## config.mk

```make
export PLATFORM = sky130hd
export DESIGN_NAME = bnpc_top
export DESIGN_NICKNAME = d
export VERILOG_FILES = /design/src/rtl/bnpc_pkg.sv /design/src/rtl/bnpc_cond.sv /design/src/rtl/bnpc_target.sv /design/src/rtl/bnpc_top.sv
export SDC_FILE = /design/constraint.sdc
export NUM_CORES = 1
export LEC_CHECK = 0
export ABC_AREA = 1
export BUFFER_PORTS_ARGS = -buffer_cell sky130_fd_sc_hd__buf_2
export CAP_MARGIN = 10
export CORE_UTILIZATION = 45
export CTS_BUF_LIST = sky130_fd_sc_hd__clkbuf_4 sky130_fd_sc_hd__clkbuf_8
export DETAILED_ROUTE_END_ITERATION = 16
export PLACE_DENSITY = 0.77
export SLEW_MARGIN = 20
export SYNTH_ARGS = -nofsm -noshare
export SYNTH_HDL_FRONTEND = slang
export SYNTH_SLANG_ARGS = --single-unit
export TNS_END_PERCENT = 10
```

## constraint.sdc

```tcl
create_clock -name clk -period 1.3 [get_ports clk]
set_clock_uncertainty 0.2 [all_clocks]
set_input_delay 0.065 -clock clk [delete_from_list [all_inputs] [get_ports clk]]
set_output_delay 0.065 -clock clk [all_outputs]
set_load 0.02 [all_outputs]
```

## src/rtl/bnpc_pkg.sv

```systemverilog
package bnpc_pkg;

    typedef enum logic [3:0] {
        CL_RJMP    = 4'd0,
        CL_RCALL   = 4'd1,
        CL_IJMP    = 4'd2,
        CL_ICALL   = 4'd3,
        CL_JMP     = 4'd4,
        CL_CALL    = 4'd5,
        CL_RET     = 4'd6,
        CL_RETI    = 4'd7,
        CL_BRANCH  = 4'd8,
        CL_SKIP_EQ = 4'd9,
        CL_SKIP_RB = 4'd10,
        CL_SKIP_IO = 4'd11
    } cls_e;

    localparam int CYC_W  = 3;
    localparam int SREG_W = 8;
    localparam int SEL_W  = 3;
    // status bit positions that the condition logic decodes
    localparam int N_POS  = 2;
    localparam int V_POS  = 3;
    localparam int S_POS  = 4;

endpackage

```

## src/rtl/bnpc_cond.sv

```systemverilog
module bnpc_cond
    import bnpc_pkg::*;
(
    input  logic [3:0]        cls,
    input  logic [SREG_W-1:0] sreg,
    input  logic [SEL_W-1:0]  flag_sel,
    input  logic              flag_pol,
    input  logic              cmp_eq,
    input  logic              reg_bit,
    input  logic              io_bit,
    input  logic              skip_pol,
    output logic              hit
);

    logic flag_val;

    always_comb begin
        // signed selection derives its value rather than trusting the stored bit
        if (flag_sel == SEL_W'(S_POS)) begin
            flag_val = sreg[N_POS] ^ sreg[V_POS];
        end else begin
            flag_val = sreg[flag_sel];
        end
    end

    always_comb begin
        unique case (cls_e'(cls))
            CL_BRANCH:  hit = (flag_val == flag_pol);
            CL_SKIP_EQ: hit = cmp_eq;
            CL_SKIP_RB: hit = (reg_bit == skip_pol);
            CL_SKIP_IO: hit = (io_bit == skip_pol);
            default:    hit = 1'b0;
        endcase
    end

endmodule

```

## src/rtl/bnpc_target.sv

```systemverilog
module bnpc_target #(
    parameter int PC_W  = 16,
    parameter int OFF_W = 12,
    parameter int PTR_W = 16
) (
    input  logic [PC_W-1:0]  pc,
    input  logic [OFF_W-1:0] offset,
    input  logic [PTR_W-1:0] zptr,
    output logic [PC_W-1:0]  rel_tgt,
    output logic [PC_W-1:0]  ptr_tgt,
    output logic [PC_W-1:0]  seq1,
    output logic [PC_W-1:0]  seq2,
    output logic [PC_W-1:0]  seq3
);

    logic [PC_W-1:0] off_ext;

    generate
        if (PC_W > OFF_W) begin : g_sext
            assign off_ext = {{(PC_W-OFF_W){offset[OFF_W-1]}}, offset};
        end else begin : g_trunc
            assign off_ext = offset[PC_W-1:0];
        end

        if (PC_W > PTR_W) begin : g_zext
            assign ptr_tgt = {{(PC_W-PTR_W){1'b0}}, zptr};
        end else begin : g_ptrunc
            assign ptr_tgt = zptr[PC_W-1:0];
        end
    endgenerate

    always_comb begin
        seq1    = pc + PC_W'(1);
        seq2    = pc + PC_W'(2);
        seq3    = pc + PC_W'(3);
        rel_tgt = pc + off_ext + PC_W'(1);
    end

endmodule

```

## src/rtl/bnpc_top.sv

```systemverilog
module bnpc_top
    import bnpc_pkg::*;
#(
    parameter int PC_W  = 16,
    parameter int OFF_W = 12,
    parameter int PTR_W = 16
) (
    input  logic              clk,
    input  logic              rst_n,
    input  logic              in_valid,
    input  logic [3:0]        cls,
    input  logic [PC_W-1:0]   pc,
    input  logic [OFF_W-1:0]  offset,
    input  logic [7:0]        sreg,
    input  logic [2:0]        flag_sel,
    input  logic              flag_pol,
    input  logic              cmp_eq,
    input  logic              reg_bit,
    input  logic              io_bit,
    input  logic              skip_pol,
    input  logic              next_two_word,
    input  logic [PTR_W-1:0]  zptr,
    input  logic [PC_W-1:0]   ret_addr,
    input  logic [PC_W-1:0]   abs_target,
    output logic              out_valid,
    output logic [PC_W-1:0]   next_pc,
    output logic              taken,
    output logic [CYC_W-1:0]  cycles,
    output logic              set_ie
);

    typedef struct packed {
        logic             vld;
        logic [PC_W-1:0]  npc;
        logic             tk;
        logic [CYC_W-1:0] cyc;
        logic             ie;
    } res_t;

    res_t res_d, res_q;

    logic            hit;
    logic [PC_W-1:0] rel_tgt, ptr_tgt, seq1, seq2, seq3;
    logic            is_skip;

    bnpc_cond u_cond (
        .cls      (cls),
        .sreg     (sreg),
        .flag_sel (flag_sel),
        .flag_pol (flag_pol),
        .cmp_eq   (cmp_eq),
        .reg_bit  (reg_bit),
        .io_bit   (io_bit),
        .skip_pol (skip_pol),
        .hit      (hit)
    );

    bnpc_target #(
        .PC_W  (PC_W),
        .OFF_W (OFF_W),
        .PTR_W (PTR_W)
    ) u_tgt (
        .pc      (pc),
        .offset  (offset),
        .zptr    (zptr),
        .rel_tgt (rel_tgt),
        .ptr_tgt (ptr_tgt),
        .seq1    (seq1),
        .seq2    (seq2),
        .seq3    (seq3)
    );

    assign is_skip = (cls == CL_SKIP_EQ) || (cls == CL_SKIP_RB) || (cls == CL_SKIP_IO);

    always_comb begin
        res_d     = res_q;
        res_d.vld = 1'b0;
        if (in_valid) begin
            res_d.vld = 1'b1;
            res_d.npc = seq1;
            res_d.tk  = 1'b1;
            res_d.cyc = CYC_W'(1);
            res_d.ie  = 1'b0;
            unique case (cls_e'(cls))
                CL_RJMP:  begin res_d.npc = rel_tgt;    res_d.cyc = CYC_W'(2); end
                CL_RCALL: begin res_d.npc = rel_tgt;    res_d.cyc = CYC_W'(3); end
                CL_IJMP:  begin res_d.npc = ptr_tgt;    res_d.cyc = CYC_W'(2); end
                CL_ICALL: begin res_d.npc = ptr_tgt;    res_d.cyc = CYC_W'(3); end
                CL_JMP:   begin res_d.npc = abs_target; res_d.cyc = CYC_W'(3); end
                CL_CALL:  begin res_d.npc = abs_target; res_d.cyc = CYC_W'(4); end
                CL_RET:   begin res_d.npc = ret_addr;   res_d.cyc = CYC_W'(4); end
                CL_RETI:  begin
                    res_d.npc = ret_addr;
                    res_d.cyc = CYC_W'(4);
                    res_d.ie  = 1'b1;
                end
                CL_BRANCH: begin
                    if (hit) begin
                        res_d.npc = rel_tgt;
                        res_d.cyc = CYC_W'(2);
                    end else begin
                        res_d.tk  = 1'b0;
                    end
                end
                CL_SKIP_EQ, CL_SKIP_RB, CL_SKIP_IO: begin
                    if (!hit) begin
                        res_d.tk  = 1'b0;
                    end else if (next_two_word) begin
                        res_d.npc = seq3;
                        res_d.cyc = CYC_W'(3);
                    end else begin
                        res_d.npc = seq2;
                        res_d.cyc = CYC_W'(2);
                    end
                end
                default: res_d.tk = 1'b0;
            endcase
        end
    end

    always_ff @(posedge clk or negedge rst_n) begin
        if (!rst_n) begin
            res_q <= '0;
        end else begin
            res_q <= res_d;
        end
    end

    assign out_valid = res_q.vld;
    assign next_pc   = res_q.npc;
    assign taken     = res_q.tk;
    assign cycles    = res_q.cyc;
    assign set_ie    = res_q.ie;


    hold_chk: assert property (@(posedge clk) disable iff (!rst_n)
        !in_valid |=> !out_valid && $stable(next_pc) && $stable(cycles));


    not_taken_cyc_chk: assert property (@(posedge clk) disable iff (!rst_n)
        out_valid && !taken |-> cycles == CYC_W'(1));


    set_ie_chk: assert property (@(posedge clk) disable iff (!rst_n)
        out_valid && set_ie |-> taken && cycles == CYC_W'(4));


    cyc_range_chk: assert property (@(posedge clk) disable iff (!rst_n)
        out_valid |-> cycles >= CYC_W'(1) && cycles <= CYC_W'(4));


    skip_len_chk: assert property (@(posedge clk) disable iff (!rst_n)
        in_valid && is_skip |=> next_pc == PC_W'($past(pc) + PC_W'(cycles)));

endmodule

```

==> flow_results.xml <==
<?xml version="1.0" encoding="UTF-8"?>
<metrics>
  <group name="clock_tree">
    <metric name="clock_tree.root_cell" unit="">sky130_fd_sc_hd__clkbuf_8</metric>
    <metric name="clkSlewWorstSetupHoldPaths" unit="ns">0.08</metric>
    <metric name="cts_max_path_bufs" unit="">2</metric>
    <metric name="tritoncts_clock_tree" unit="">done</metric>
    <metric name="clkSinkCount" unit="">22</metric>
    <metric name="clkLatencyLatePin" unit="ns">0.25</metric>
    <metric name="htreeDepth" unit="">1</metric>
    <metric name="tritoncts.num_buffers" unit="">3</metric>
  </group>
  <group name="logic_synthesis">
    <metric name="synthDominantAreaCellType" unit="">sky130_fd_sc_hd__nand2_1</metric>
    <metric name="synth-seq-cells" unit="">22</metric>
    <metric name="synthesis.yosys.warnings" unit="">0</metric>
    <metric name="synthDominantCellAreaShare" unit="">0.218</metric>
    <metric name="synthCells" unit="">601</metric>
    <metric name="synth_sequential_area_ratio" unit="">0.157</metric>
    <metric name="library_cells_used_by_synthesis" unit="">45</metric>
    <metric name="synth.net_count" unit="">722</metric>
    <metric name="syn_area_per_cell" unit="um^2">5.85</metric>
    <metric name="synth.top_cells.by_area" unit="">sky130_fd_sc_hd__nand2_1 (22%), sky130_fd_sc_hd__dfrtp_1 (16%), sky130_fd_sc_hd__nand3_1 (8.1%)</metric>
    <metric name="post_synth_instance_area" unit="mm^2">0.00352</metric>
  </group>
  <group name="grt">
    <metric name="grt_pass1_wl" unit="mm">21.9</metric>
    <metric name="grtUsageTotal" unit="">0.326</metric>
    <metric name="globalRoute.totalOverflow" unit="">0</metric>
    <metric name="number_of_global_route_vias_before_repair" unit="">4841</metric>
    <metric name="grt_start_max_net_pins" unit="">23</metric>
    <metric name="grt_antenna_before_repair" unit="">0</metric>
  </group>
  <group name="worst_setup_path">
    <metric name="worst_setup_path_end_kind" unit="">flip-flop</metric>
    <metric name="critical_path.max_stage_delay" unit="ns">0.38</metric>
    <metric name="regToRegEndpoint" unit="">next_pc[12]</metric>
    <metric name="worst_r2r_path_depth" unit="">3</metric>
    <metric name="startpoint_to_endpoint_class_of_the_critical_path" unit="">in2reg</metric>
    <metric name="crit_chain" unit="">buf_12 -&gt; inv_12 -&gt; ha_4 -&gt; fa_2 -&gt; xnor2_1 -&gt; a22o_1 -&gt; a211oi_1 -&gt; nand3_1 -&gt; nand2_1 -&gt; nand2_1</metric>
    <metric name="rr_startpoint" unit="">next_pc[12]</metric>
    <metric name="worst-endpoint-required" unit="ns">1.25</metric>
    <metric name="critical-path-top-cell-by-count" unit="">sky130_fd_sc_hd__nand2_1</metric>
    <metric name="critPathLaunchType" unit="">primary input</metric>
    <metric name="cell_at_the_slowest_stage_of_the_critical_path" unit="">sky130_fd_sc_hd__fa_2</metric>
    <metric name="crit_fanout" unit="">2</metric>
    <metric name="r2r_slack" unit="ns">0.22</metric>
    <metric name="cp_data_arrival_time" unit="ns">1.59</metric>
  </group>
  <group name="worst_hold_path">
    <metric name="min_delay_worst_type" unit="">in2reg</metric>
    <metric name="worstHoldEndpoint" unit="">next_pc[8]</metric>
    <metric name="holdCritStartpoint" unit="">zptr[8]</metric>
    <metric name="holdPathStages" unit="">5</metric>
  </group>
  <group name="sta">
    <metric name="totalNegativeSetupSlack" unit="ns">-4.58</metric>
    <metric name="worst_hold_slack" unit="ns">-0.0219</metric>
    <metric name="final_hold_viol_count" unit="">5</metric>
    <metric name="finalSetupViolCount" unit="">19</metric>
    <metric name="worst_slew_margin_rel" unit="">0.645</metric>
    <metric name="fmaxAchievable" unit="GHz">0.608</metric>
    <metric name="final.period_utilization" unit="">1.27</metric>
    <metric name="setup_repair_after_global_routing_missed_its_margin" unit="">true</metric>
    <metric name="tightest_slew" unit="ns">0.532</metric>
    <metric name="final_critical_path_setup_slack" unit="ns">-0.345</metric>
    <metric name="drv_slew" unit="">0</metric>
    <metric name="period_minus_slack" unit="ns">1.65</metric>
  </group>
  <group name="finish">
    <metric name="layout_common_cells" unit="">sky130_fd_sc_hd__nand2_1 (189), sky130_fd_sc_hd__buf_2 (116), sky130_fd_sc_hd__buf_4 (105), sky130_fd_sc_hd__inv_1 (69), sky130_fd_sc_hd__nand3_1 (51)</metric>
    <metric name="area.growth.synth_to_final" unit="%">55.6</metric>
    <metric name="fin_area" unit="mm^2">0.00547</metric>
    <metric name="most_common_cell_after_layout_fill_and_taps_aside" unit="">sky130_fd_sc_hd__nand2_1</metric>
    <metric name="insertedDiodeCount" unit="">0</metric>
    <metric name="num-nets-final" unit="">949</metric>
    <metric name="final_layout_size_suffix_gt1_frac" unit="">0.375</metric>
  </group>
  <group name="power">
    <metric name="peakVddDrop" unit="mV">0.361</metric>
    <metric name="leakagePower" unit="uW">0.00296</metric>
    <metric name="powerDensity" unit="mW/mm^2">594</metric>
  </group>
  <group name="floorplanning">
    <metric name="design.die.area" unit="mm^2">0.00817</metric>
    <metric name="initial_utilization" unit="">0.475</metric>
    <metric name="chipHeight" unit="um">90.4</metric>
    <metric name="die_width" unit="um">90.4</metric>
    <metric name="core.rowCount" unit="">31</metric>
    <metric name="fp.coreArea" unit="mm^2">0.00741</metric>
    <metric name="pin_count" unit="">122</metric>
  </group>
  <group name="detailed_routing">
    <metric name="post-route-drc-count" unit="">0</metric>
    <metric name="route.final.wire_length" unit="mm">13.5</metric>
    <metric name="wl_per_cell" unit="um">14.5</metric>
    <metric name="drt_first_pass_iters" unit="">5</metric>
    <metric name="viasPerCell" unit="">5.30</metric>
    <metric name="drtIter0Drc" unit="">305</metric>
    <metric name="ant_nets" unit="">0</metric>
    <metric name="num_vias" unit="">4904</metric>
  </group>
  <group name="status">
    <metric name="violations" unit="">hold timing, setup timing</metric>
    <metric name="status" unit="">finished, violations left</metric>
  </group>
  <group name="run">
    <metric name="max-cap-violations" unit="">0</metric>
  </group>
  <group name="place">
    <metric name="post-dp-hpwl" unit="mm">10.9</metric>
    <metric name="dp_worst_setup_slack" unit="ns">-0.759</metric>
    <metric name="routabilityCongestion" unit="">0.968</metric>
    <metric name="placed_area" unit="mm^2">0.00505</metric>
    <metric name="count_of_input_and_output_buffers" unit="">120</metric>
  </group>
</metrics>
-- synth_stat cells (all sizes together) --
library cell and number:
a211oi 4, a21o 1, a21oi 32, a221oi 6, a22o 4, a22oi 2, a31oi 4, a32o 1
buf 9, clkbuf 7, clkinv 1, dfrtp 22, fa 1, ha 20, inv 76, mux2i 1
nand2 206, nand3 59, nand3b 3, nand4 21, nor2 54, nor3 5, nor3b 1, o211ai 1
o21a 1, o21ai 27, o21bai 1, o31ai 2, or2 1, xnor2 7, xor2 21
-- sequential cells by signal, indices dropped and copies added (netlist names) --
signal,flops
next_pc,16
cycles,3
out_valid,1
taken,1
set_ie,1
-- repair_timing --
action / CTS / global route
hold buffers: 7 / 0
resized for setup: 37 / 39
setup buffers: 0 / 1
endpoints found under the setup margin: 19 / 19
pin swaps: 10 / 20
endpoints found under the hold margin: 30 / 0
-- worst max-delay path: cells and delay by family --
| kind | cells | cell delay, ns |
|---|---|---|
| adders and majority gates | 2 | 0.52 |
| AOI/OAI and AO/OA | 2 | 0.46 |
| and+or+nand+nor | 3 | 0.23 |
| xor gates and xnor gates | 1 | 0.19 |
| buffers and inverters | 2 | 0.12 |
-- per-layer routing --
metal  share of wire  vias up  GRT usage
li1                -     2422          -
met1            0.42     2206      0.403
met2            0.48      245      0.606
met3           0.076       31     0.0244
met4           0.024        0     0.0820
met5               0        -          0
-- cell families after synthesis --
| logic type | Yosys count | synth area share |
|---|---|---|
| muxes | 1 | 0.00285 |
| buffers and inverters | 93 | 0.110 |
| adders and majority gates | 21 | 0.0768 |
| xor gates and xnor gates | 28 | 0.0697 |
| AOI/OAI and AO/OA | 86 | 0.151 |
| DFF | 22 | 0.157 |
| and+or+nand+nor | 350 | 0.433 |
-- power breakdown --
group	switching (uW)	internal [uW]	total (uW)	leakage, uW
Combinational	1130	884	2010	0.00267
Clock	200	206	406	0.0000216
Sequential	56.7	778	834	0.000270
Total	1380	1870	3250	0.00296
-- area by class of cell --
cell class,count,area (um^2)
clock buffer,3,41.3
fill,597,1930
inverter,77,315
multi-input combinational,486,2860
sequential,22,551
tap,99,124
timing repair buffer,238,1580
-- per-stage QoR --
stage / instances / util / power [uW] / hold WS, ns
floorplan: 601 / - / 1800 / -0.431
global placement: 914 / 0.682 / 2580 / -0.152
detailed placement: 914 / 0.682 / 2640 / -0.152
CTS: 924 / 0.716 / 3120 / -0.0245
global route: 925 / 0.739 / 3460 / 0.00758
finish: 925 / 0.739 / 3250 / -0.0219
-- worst max path at each step --
stage	cells after the start	to	slack [ns]	from
CTS	16	next_pc[14]	-0.33	pc[0]
global placement	16	next_pc[14]	-0.71	pc[0]
detailed placement	16	next_pc[14]	-0.76	pc[0]
floorplan	15	next_pc[14]	-0.39	pc[0]
finish	10	next_pc[2]	-0.35	pc[0]
global route	16	next_pc[8]	-0.44	pc[0]
Power figures use the tool's default switching activity.
